[src/rtl/acb_pkg.sv]
package acb_pkg;

  typedef enum logic [2:0] {
    ST_IDLE    = 3'd0,
    ST_RD_ADDR = 3'd1,
    ST_RD_DATA = 3'd2,
    ST_WR_SEND = 3'd3,
    ST_WR_RESP = 3'd4
  } acb_state_e;

  localparam logic [1:0] RESP_OKAY   = 2'b00;
  localparam logic [1:0] RESP_EXOKAY = 2'b01;
  localparam logic [1:0] RESP_SLVERR = 2'b10;
  localparam logic [1:0] RESP_DECERR = 2'b11;

  // Slave and decode errors count as faults; OKAY and EXOKAY do not.
  function automatic logic resp_is_fault(input logic [1:0] resp);
    return (resp == RESP_SLVERR) || (resp == RESP_DECERR);
  endfunction

endpackage

[src/rtl/acb_cmd_regs.sv]
module acb_cmd_regs #(
  parameter int ADDR_W = 32,
  parameter int DATA_W = 32,
  localparam int STRB_W = DATA_W / 8
) (
  input  logic              clk,
  input  logic              rst_int,
  input  logic              rd_take,
  input  logic              wr_take,
  input  logic [ADDR_W-1:0] cmd_addr,
  input  logic [STRB_W-1:0] cmd_be,
  input  logic [DATA_W-1:0] wr_data,
  output logic [ADDR_W-1:0] addr_q,
  output logic [DATA_W-1:0] data_q,
  output logic [STRB_W-1:0] strb_q
);

  always_ff @(posedge clk) begin
    if (rst_int) begin
      addr_q <= '0;
      data_q <= '0;
      strb_q <= '1;
    end else if (rd_take) begin
      // strobes and data are left alone on reads
      addr_q <= cmd_addr;
    end else if (wr_take) begin
      addr_q <= cmd_addr;
      data_q <= wr_data;
      strb_q <= cmd_be;
    end
  end

endmodule

[src/rtl/acb_fsm.sv]
module acb_fsm
  import acb_pkg::*;
#(
  parameter int DATA_W = 32
) (
  input  logic              clk,
  input  logic              rst_int,
  input  logic              rd_req,
  input  logic              wr_req,
  output logic              rd_take,
  output logic              wr_take,
  output logic              busy,
  output logic              fault_evt,
  output logic              cmd_ack,
  output logic              cmd_done,
  output logic              cmd_err,
  output logic [DATA_W-1:0] rd_dout,
  output logic              rd_src_rdy_n,
  output logic              wr_dst_rdy_n,
  output logic              m_arvalid,
  input  logic              m_arready,
  input  logic [DATA_W-1:0] m_rdata,
  input  logic [1:0]        m_rresp,
  input  logic              m_rvalid,
  output logic              m_rready,
  output logic              m_awvalid,
  input  logic              m_awready,
  output logic              m_wvalid,
  input  logic              m_wready,
  input  logic [1:0]        m_bresp,
  input  logic              m_bvalid,
  output logic              m_bready
);

  acb_state_e state;
  logic aw_fin, w_fin, r_fire, b_fire;

  assign rd_take = (state == ST_IDLE) && rd_req;
  assign wr_take = (state == ST_IDLE) && wr_req && !rd_req;
  assign busy    = (state != ST_IDLE);

  assign r_fire = (state == ST_RD_DATA) && m_rvalid;
  assign b_fire = (state == ST_WR_RESP) && m_bvalid;
  // each write channel is finished when its valid is gone or is being taken now
  assign aw_fin = !m_awvalid || m_awready;
  assign w_fin  = !m_wvalid  || m_wready;

  assign fault_evt = (r_fire && resp_is_fault(m_rresp)) ||
                     (b_fire && resp_is_fault(m_bresp));

  always_ff @(posedge clk) begin
    if (rst_int) begin
      state        <= ST_IDLE;
      m_arvalid    <= 1'b0;
      m_rready     <= 1'b0;
      m_awvalid    <= 1'b0;
      m_wvalid     <= 1'b0;
      m_bready     <= 1'b0;
      cmd_ack      <= 1'b0;
      cmd_done     <= 1'b0;
      cmd_err      <= 1'b0;
      rd_dout      <= '0;
      rd_src_rdy_n <= 1'b1;
      wr_dst_rdy_n <= 1'b1;
    end else begin
      cmd_ack      <= 1'b0;
      cmd_done     <= 1'b0;
      cmd_err      <= 1'b0;
      rd_src_rdy_n <= 1'b1;
      wr_dst_rdy_n <= 1'b1;
      unique case (state)
        ST_IDLE: begin
          if (rd_take) begin
            m_arvalid <= 1'b1;
            state     <= ST_RD_ADDR;
          end else if (wr_take) begin
            m_awvalid <= 1'b1;
            m_wvalid  <= 1'b1;
            state     <= ST_WR_SEND;
          end
        end
        ST_RD_ADDR: begin
          if (m_arready) begin
            m_arvalid <= 1'b0;
            m_rready  <= 1'b1;
            cmd_ack   <= 1'b1;
            state     <= ST_RD_DATA;
          end
        end
        ST_RD_DATA: begin
          if (r_fire) begin
            m_rready     <= 1'b0;
            rd_dout      <= m_rdata;
            rd_src_rdy_n <= 1'b0;
            cmd_done     <= 1'b1;
            cmd_err      <= resp_is_fault(m_rresp);
            state        <= ST_IDLE;
          end
        end
        ST_WR_SEND: begin
          if (m_awvalid && m_awready) begin
            m_awvalid <= 1'b0;
            cmd_ack   <= 1'b1;
          end
          if (m_wvalid && m_wready) begin
            m_wvalid     <= 1'b0;
            wr_dst_rdy_n <= 1'b0;
          end
          if (aw_fin && w_fin) begin
            m_bready <= 1'b1;
            state    <= ST_WR_RESP;
          end
        end
        ST_WR_RESP: begin
          if (b_fire) begin
            m_bready <= 1'b0;
            cmd_done <= 1'b1;
            cmd_err  <= resp_is_fault(m_bresp);
            state    <= ST_IDLE;
          end
        end
        default: state <= ST_IDLE;
      endcase
    end
  end

endmodule

[src/rtl/acb_sticky_err.sv]
module acb_sticky_err (
  input  logic clk,
  input  logic rst,
  input  logic usr_rst,
  input  logic fault_evt,
  output logic md_error
);

  always_ff @(posedge clk) begin
    if (rst || usr_rst) md_error <= 1'b0;
    else if (fault_evt) md_error <= 1'b1;
  end

endmodule

[src/rtl/axil_cmd_bridge.sv]
module axil_cmd_bridge #(
  parameter int ADDR_W = 32,
  parameter int DATA_W = 32,
  localparam int STRB_W = DATA_W / 8
) (
  input  logic              clk,
  input  logic              rst,
  input  logic              usr_rst,
  input  logic              rd_req,
  input  logic              wr_req,
  input  logic [ADDR_W-1:0] cmd_addr,
  input  logic [STRB_W-1:0] cmd_be,
  input  logic              cmd_lock,
  input  logic [DATA_W-1:0] wr_data,
  output logic              cmd_ack,
  output logic              cmd_done,
  output logic              cmd_err,
  output logic              cmd_rearb,
  output logic              cmd_tmo,
  output logic [DATA_W-1:0] rd_dout,
  output logic              rd_src_rdy_n,
  output logic              wr_dst_rdy_n,
  output logic              md_error,
  output logic [ADDR_W-1:0] m_araddr,
  output logic [2:0]        m_arprot,
  output logic              m_arvalid,
  input  logic              m_arready,
  input  logic [DATA_W-1:0] m_rdata,
  input  logic [1:0]        m_rresp,
  input  logic              m_rvalid,
  output logic              m_rready,
  output logic [ADDR_W-1:0] m_awaddr,
  output logic [2:0]        m_awprot,
  output logic              m_awvalid,
  input  logic              m_awready,
  output logic [DATA_W-1:0] m_wdata,
  output logic [STRB_W-1:0] m_wstrb,
  output logic              m_wvalid,
  input  logic              m_wready,
  input  logic [1:0]        m_bresp,
  input  logic              m_bvalid,
  output logic              m_bready
);

  logic rst_int;
  logic rd_take, wr_take, busy, fault_evt;
  logic [ADDR_W-1:0] addr_q;

  assign rst_int   = rst || usr_rst;
  assign cmd_rearb = 1'b0;
  assign cmd_tmo   = 1'b0;
  assign m_arprot  = 3'b000;
  assign m_awprot  = 3'b000;
  assign m_araddr  = addr_q;
  assign m_awaddr  = addr_q;

  acb_cmd_regs #(.ADDR_W(ADDR_W), .DATA_W(DATA_W)) u_regs (
    .clk      (clk),
    .rst_int  (rst_int),
    .rd_take  (rd_take),
    .wr_take  (wr_take),
    .cmd_addr (cmd_addr),
    .cmd_be   (cmd_be),
    .wr_data  (wr_data),
    .addr_q   (addr_q),
    .data_q   (m_wdata),
    .strb_q   (m_wstrb)
  );

  acb_fsm #(.DATA_W(DATA_W)) u_fsm (
    .clk          (clk),
    .rst_int      (rst_int),
    .rd_req       (rd_req),
    .wr_req       (wr_req),
    .rd_take      (rd_take),
    .wr_take      (wr_take),
    .busy         (busy),
    .fault_evt    (fault_evt),
    .cmd_ack      (cmd_ack),
    .cmd_done     (cmd_done),
    .cmd_err      (cmd_err),
    .rd_dout      (rd_dout),
    .rd_src_rdy_n (rd_src_rdy_n),
    .wr_dst_rdy_n (wr_dst_rdy_n),
    .m_arvalid    (m_arvalid),
    .m_arready    (m_arready),
    .m_rdata      (m_rdata),
    .m_rresp      (m_rresp),
    .m_rvalid     (m_rvalid),
    .m_rready     (m_rready),
    .m_awvalid    (m_awvalid),
    .m_awready    (m_awready),
    .m_wvalid     (m_wvalid),
    .m_wready     (m_wready),
    .m_bresp      (m_bresp),
    .m_bvalid     (m_bvalid),
    .m_bready     (m_bready)
  );

  acb_sticky_err u_sticky (
    .clk       (clk),
    .rst       (rst),
    .usr_rst   (usr_rst),
    .fault_evt (fault_evt),
    .md_error  (md_error)
  );

endmodule

[config.mk]
export PLATFORM = sky130hd
export DESIGN_NAME = axil_cmd_bridge
export DESIGN_NICKNAME = d
export VERILOG_FILES = /design/src/rtl/acb_pkg.sv /design/src/rtl/acb_cmd_regs.sv /design/src/rtl/acb_fsm.sv /design/src/rtl/acb_sticky_err.sv /design/src/rtl/axil_cmd_bridge.sv
export SDC_FILE = /design/constraint.sdc
export NUM_CORES = 1
export LEC_CHECK = 0
export CAP_MARGIN = 20
export CORE_MARGIN = 2
export CORE_UTILIZATION = 40
export CTS_CLUSTER_SIZE = 16
export DETAILED_ROUTE_END_ITERATION = 10
export GPL_TIMING_DRIVEN = 0
export MAX_ROUTING_LAYER = met4
export PLACE_DENSITY = 0.91
export SLEW_MARGIN = 40
export SYNTH_ARGS = -nofsm -noshare
export SYNTH_HDL_FRONTEND = slang
export SYNTH_SLANG_ARGS = --single-unit
[constraint.sdc]
create_clock -name clk -period 2.75 [get_ports clk]
set_clock_uncertainty 0.2 [all_clocks]
set_input_delay 0.4125 -clock clk [delete_from_list [all_inputs] [get_ports clk]]
set_output_delay 0.4125 -clock clk [all_outputs]
set_load 0.01 [all_outputs]
==> impl_metrics.json <==
{
  "slew_headroom_pct": 54.7,
  "status": "completed",
  "yosys_warnings": 0,
  "nFillCells": 818,
  "cts_max_level": 4,
  "final.setup.tns_ps": 0,
  "die_w_um": 109,
  "critPathMaxFanout": 3,
  "area_growth_pct": 77.7,
  "synth_top_family_by_area": "simple AND/OR/NAND/NOR gates",
  "synth_top_area_share_pct": 51.9,
  "grt_pass1_wl_um": 21400,
  "drt_iter0_drc": 198,
  "start_util_pct": 40.7,
  "placed_cells": 947,
  "portBuffers": 254,
  "power_density_nw_per_um2": 610,
  "grt_pass1_vias": 4412,
  "synth.avg_cell_area_sq_um": 8.05,
  "drc_errors": 0,
  "setup_violations": 0,
  "min_period_ps": 2140,
  "synth-xor-area-share_pct": 0.199,
  "stdcell_count": 979,
  "tightestPinTransition_ps": 674,
  "rsz0062_at_grt": "no",
  "core_area_sq_um": 10800,
  "place.gp.congestion": 0.833,
  "total_power_mw": 4.77,
  "cp_cell_sequence": "buf_4 -> clkdlybuf4s50_1",
  "antenna_found_initial": 0,
  "cts_buffers": 17,
  "multiInputGateArea_sq_um": 1650,
  "clk_latency_ps": 500,
  "synth.top_cells.by_count": "nand2_1 (205), dfxtp_1 (114), a21oi_1 (103)",
  "yosysSeqAreaShare_pct": 51.9,
  "fin_area_sq_um": 7810,
  "power_leakage_nw": 2.91,
  "synth_compound_area_share_pct": 13.7,
  "die-area_sq_um": 11800,
  "routedWlPerCell_um": 14.4,
  "first_pass_iters": 4,
  "fmax_mhz": 468,
  "syn_inst": 546,
  "root_buffer": "clkbuf_8",
  "layout_setup_ws_ps": 613,
  "avgViaCountPerCell": 4.71,
  "synth_ff_type": "dfxtp_1",
  "dpl_worst_slack_ps": 354,
  "drive_gt1_share_pct": 12.2,
  "ant_nets": 0,
  "slowest_delay_ps": 520,
  "yosys.area_share.simple_pct": 22.8,
  "synthArstFlopShare_pct": 0,
  "postCtsSetupBuffers": 0,
  "fp.dieH_um": 109,
  "synth_cell_types": 40,
  "vias": 4615,
  "dp_hpwl_um": 10700,
  "synth_area_sq_um": 4400,
  "overflow": 0,
  "slowest_stage": "clkdlybuf4s50_1",
  "cts.repair.resized": 0,
  "synth-seq-cells": 114,
  "maxCapViolations": 0,
  "critPathBufInv": 2,
  "worstSetupPathType": "register to output port",
  "hold_path_class": "register to register",
  "hold_violations": 0,
  "cp_top_family": "buffers and inverters",
  "post-route-period-util_pct": 77.7,
  "synthAdderAreaFrac_pct": 0,
  "io_pins": 266,
  "diodes": 0,
  "grt_use_total_pct": 24.2,
  "grt_start_max_net_pins": 17,
  "synth.area.mux_share_pct": 0,
  "slew_viol_final": 0,
  "placed_area_sq_um": 7140,
  "synth.area.top_cells": "dfxtp_1 (52%), nand2_1 (18%), a21oi_1 (12%), buf_4 (7.0%), buf_2 (1.7%)",
  "cp.arrival_ps": 1520,
  "fin_nets": 941,
  "cts_tree": "built",
  "peakVddDrop_v": 0.000384,
  "synth.most_common_cell": "nand2_1",
  "clockBufferDepth": 2,
  "cp-end-kind": "output port",
  "cp-start-kind": "register",
  "ff_latch_area_sq_um": 2280,
  "worstPathRequired_ps": 2140,
  "placementRows": 38,
  "synth_edf_count": 0,
  "postRouteWirelength_um": 14100,
  "yosys.area.top_type": "dfxtp_1",
  "clk_pin_slew_worst_paths_ps": 50,
  "cts.sinks": 114,
  "postCtsHoldBufs": 0
}
-- routing by layer --
layer  wire length [um]  vias up  part of all wire (%)  track usage [%]
met4                240        0                   1.7             8.61
li1                   -     2292                     -                -
met1               5420     2101                    39             25.3
met3               1170       21                   8.3             7.41
met2               7250      201                    52             42.9
met5                  0        -                     0                -
-- final cells by class --
type | instances | share of cell area (%)
clock buffer | 19 | 5.65
clock inverter | 13 | 2.96
multi-input combinational | 361 | 21.1
inverter | 4 | 0.192
timing repair buffer | 254 | 32.5
buffer | 74 | 6.15
sequential | 114 | 29.2
tap | 140 | 2.24
-- path summary, 6_finish.rpt --
check	to	slack [ps]	from	depth (start not counted)
worst max-delay path	m_awaddr[2]	610	u_regs.addr_q[2]	2
worst min-delay path	u_fsm.wr_dst_rdy_n	230	u_fsm.m_wvalid	1
worst min register to register	u_fsm.wr_dst_rdy_n	230	u_fsm.m_wvalid	1
worst max register to register	u_regs.strb_q[2]	950	u_fsm.state[1]	6
-- placed cells by master, fill, tap and decap left out, drive strengths merged, types with 4 or more instances in the layout --
| master | count |
|---|---|
| nand2 | 205 |
| dfxtp | 114 |
| bufinv | 6 |
| a21oi | 103 |
| clkinv | 5 |
| nand3 | 5 |
| clkdlybuf4s50 | 254 |
| clkbuf | 33 |
| inv | 4 |
| nor2 | 8 |
| conb | 8 |
| nor3 | 5 |
| buf | 60 |
-- where the power goes --
part	leakage [nW]	internal, mW	total, mW	switching [mW]
clock network	0.324	1.70	2.49	0.783
logic	1.67	0.325	0.560	0.235
registers	0.924	1.69	1.72	0.0283
-- kinds of logic (layout without fill, tap and decap cells) --
logic type             after synthesis  after routing
flip-flops                         114            114
buffers and inverters               78            364
XOR/XNOR                             1              1
other                                1              8
AO/OA/AOI/OAI                      115            115
AND/OR/NAND/NOR                    237            237
-- sequential cells by signal, summed over array words and instances (netlist names) --
signal,count
u_regs.addr_q,32
u_regs.strb_q,4
u_fsm.m_arvalid,1
u_fsm.rd_dout,32
u_fsm.wr_dst_rdy_n,1
u_fsm.cmd_err,1
u_sticky.md_error,1
u_fsm.m_bready,1
u_regs.data_q,32
u_fsm.m_rready,1
u_fsm.cmd_done,1
u_fsm.cmd_ack,1
u_fsm.m_awvalid,1
u_fsm.state,3
u_fsm.rd_src_rdy_n,1
u_fsm.m_wvalid,1
-- stage by stage --
stage | hold slack [ps] | util, %
floorplan | 239 | -
global placement | 215 | 66.2
detailed placement | 214 | 66.2
CTS | 226 | 72.4
global route | 248 | 72.4
finish | 230 | 72.4
No activity file was read; power rests on OpenSTA's default activity.
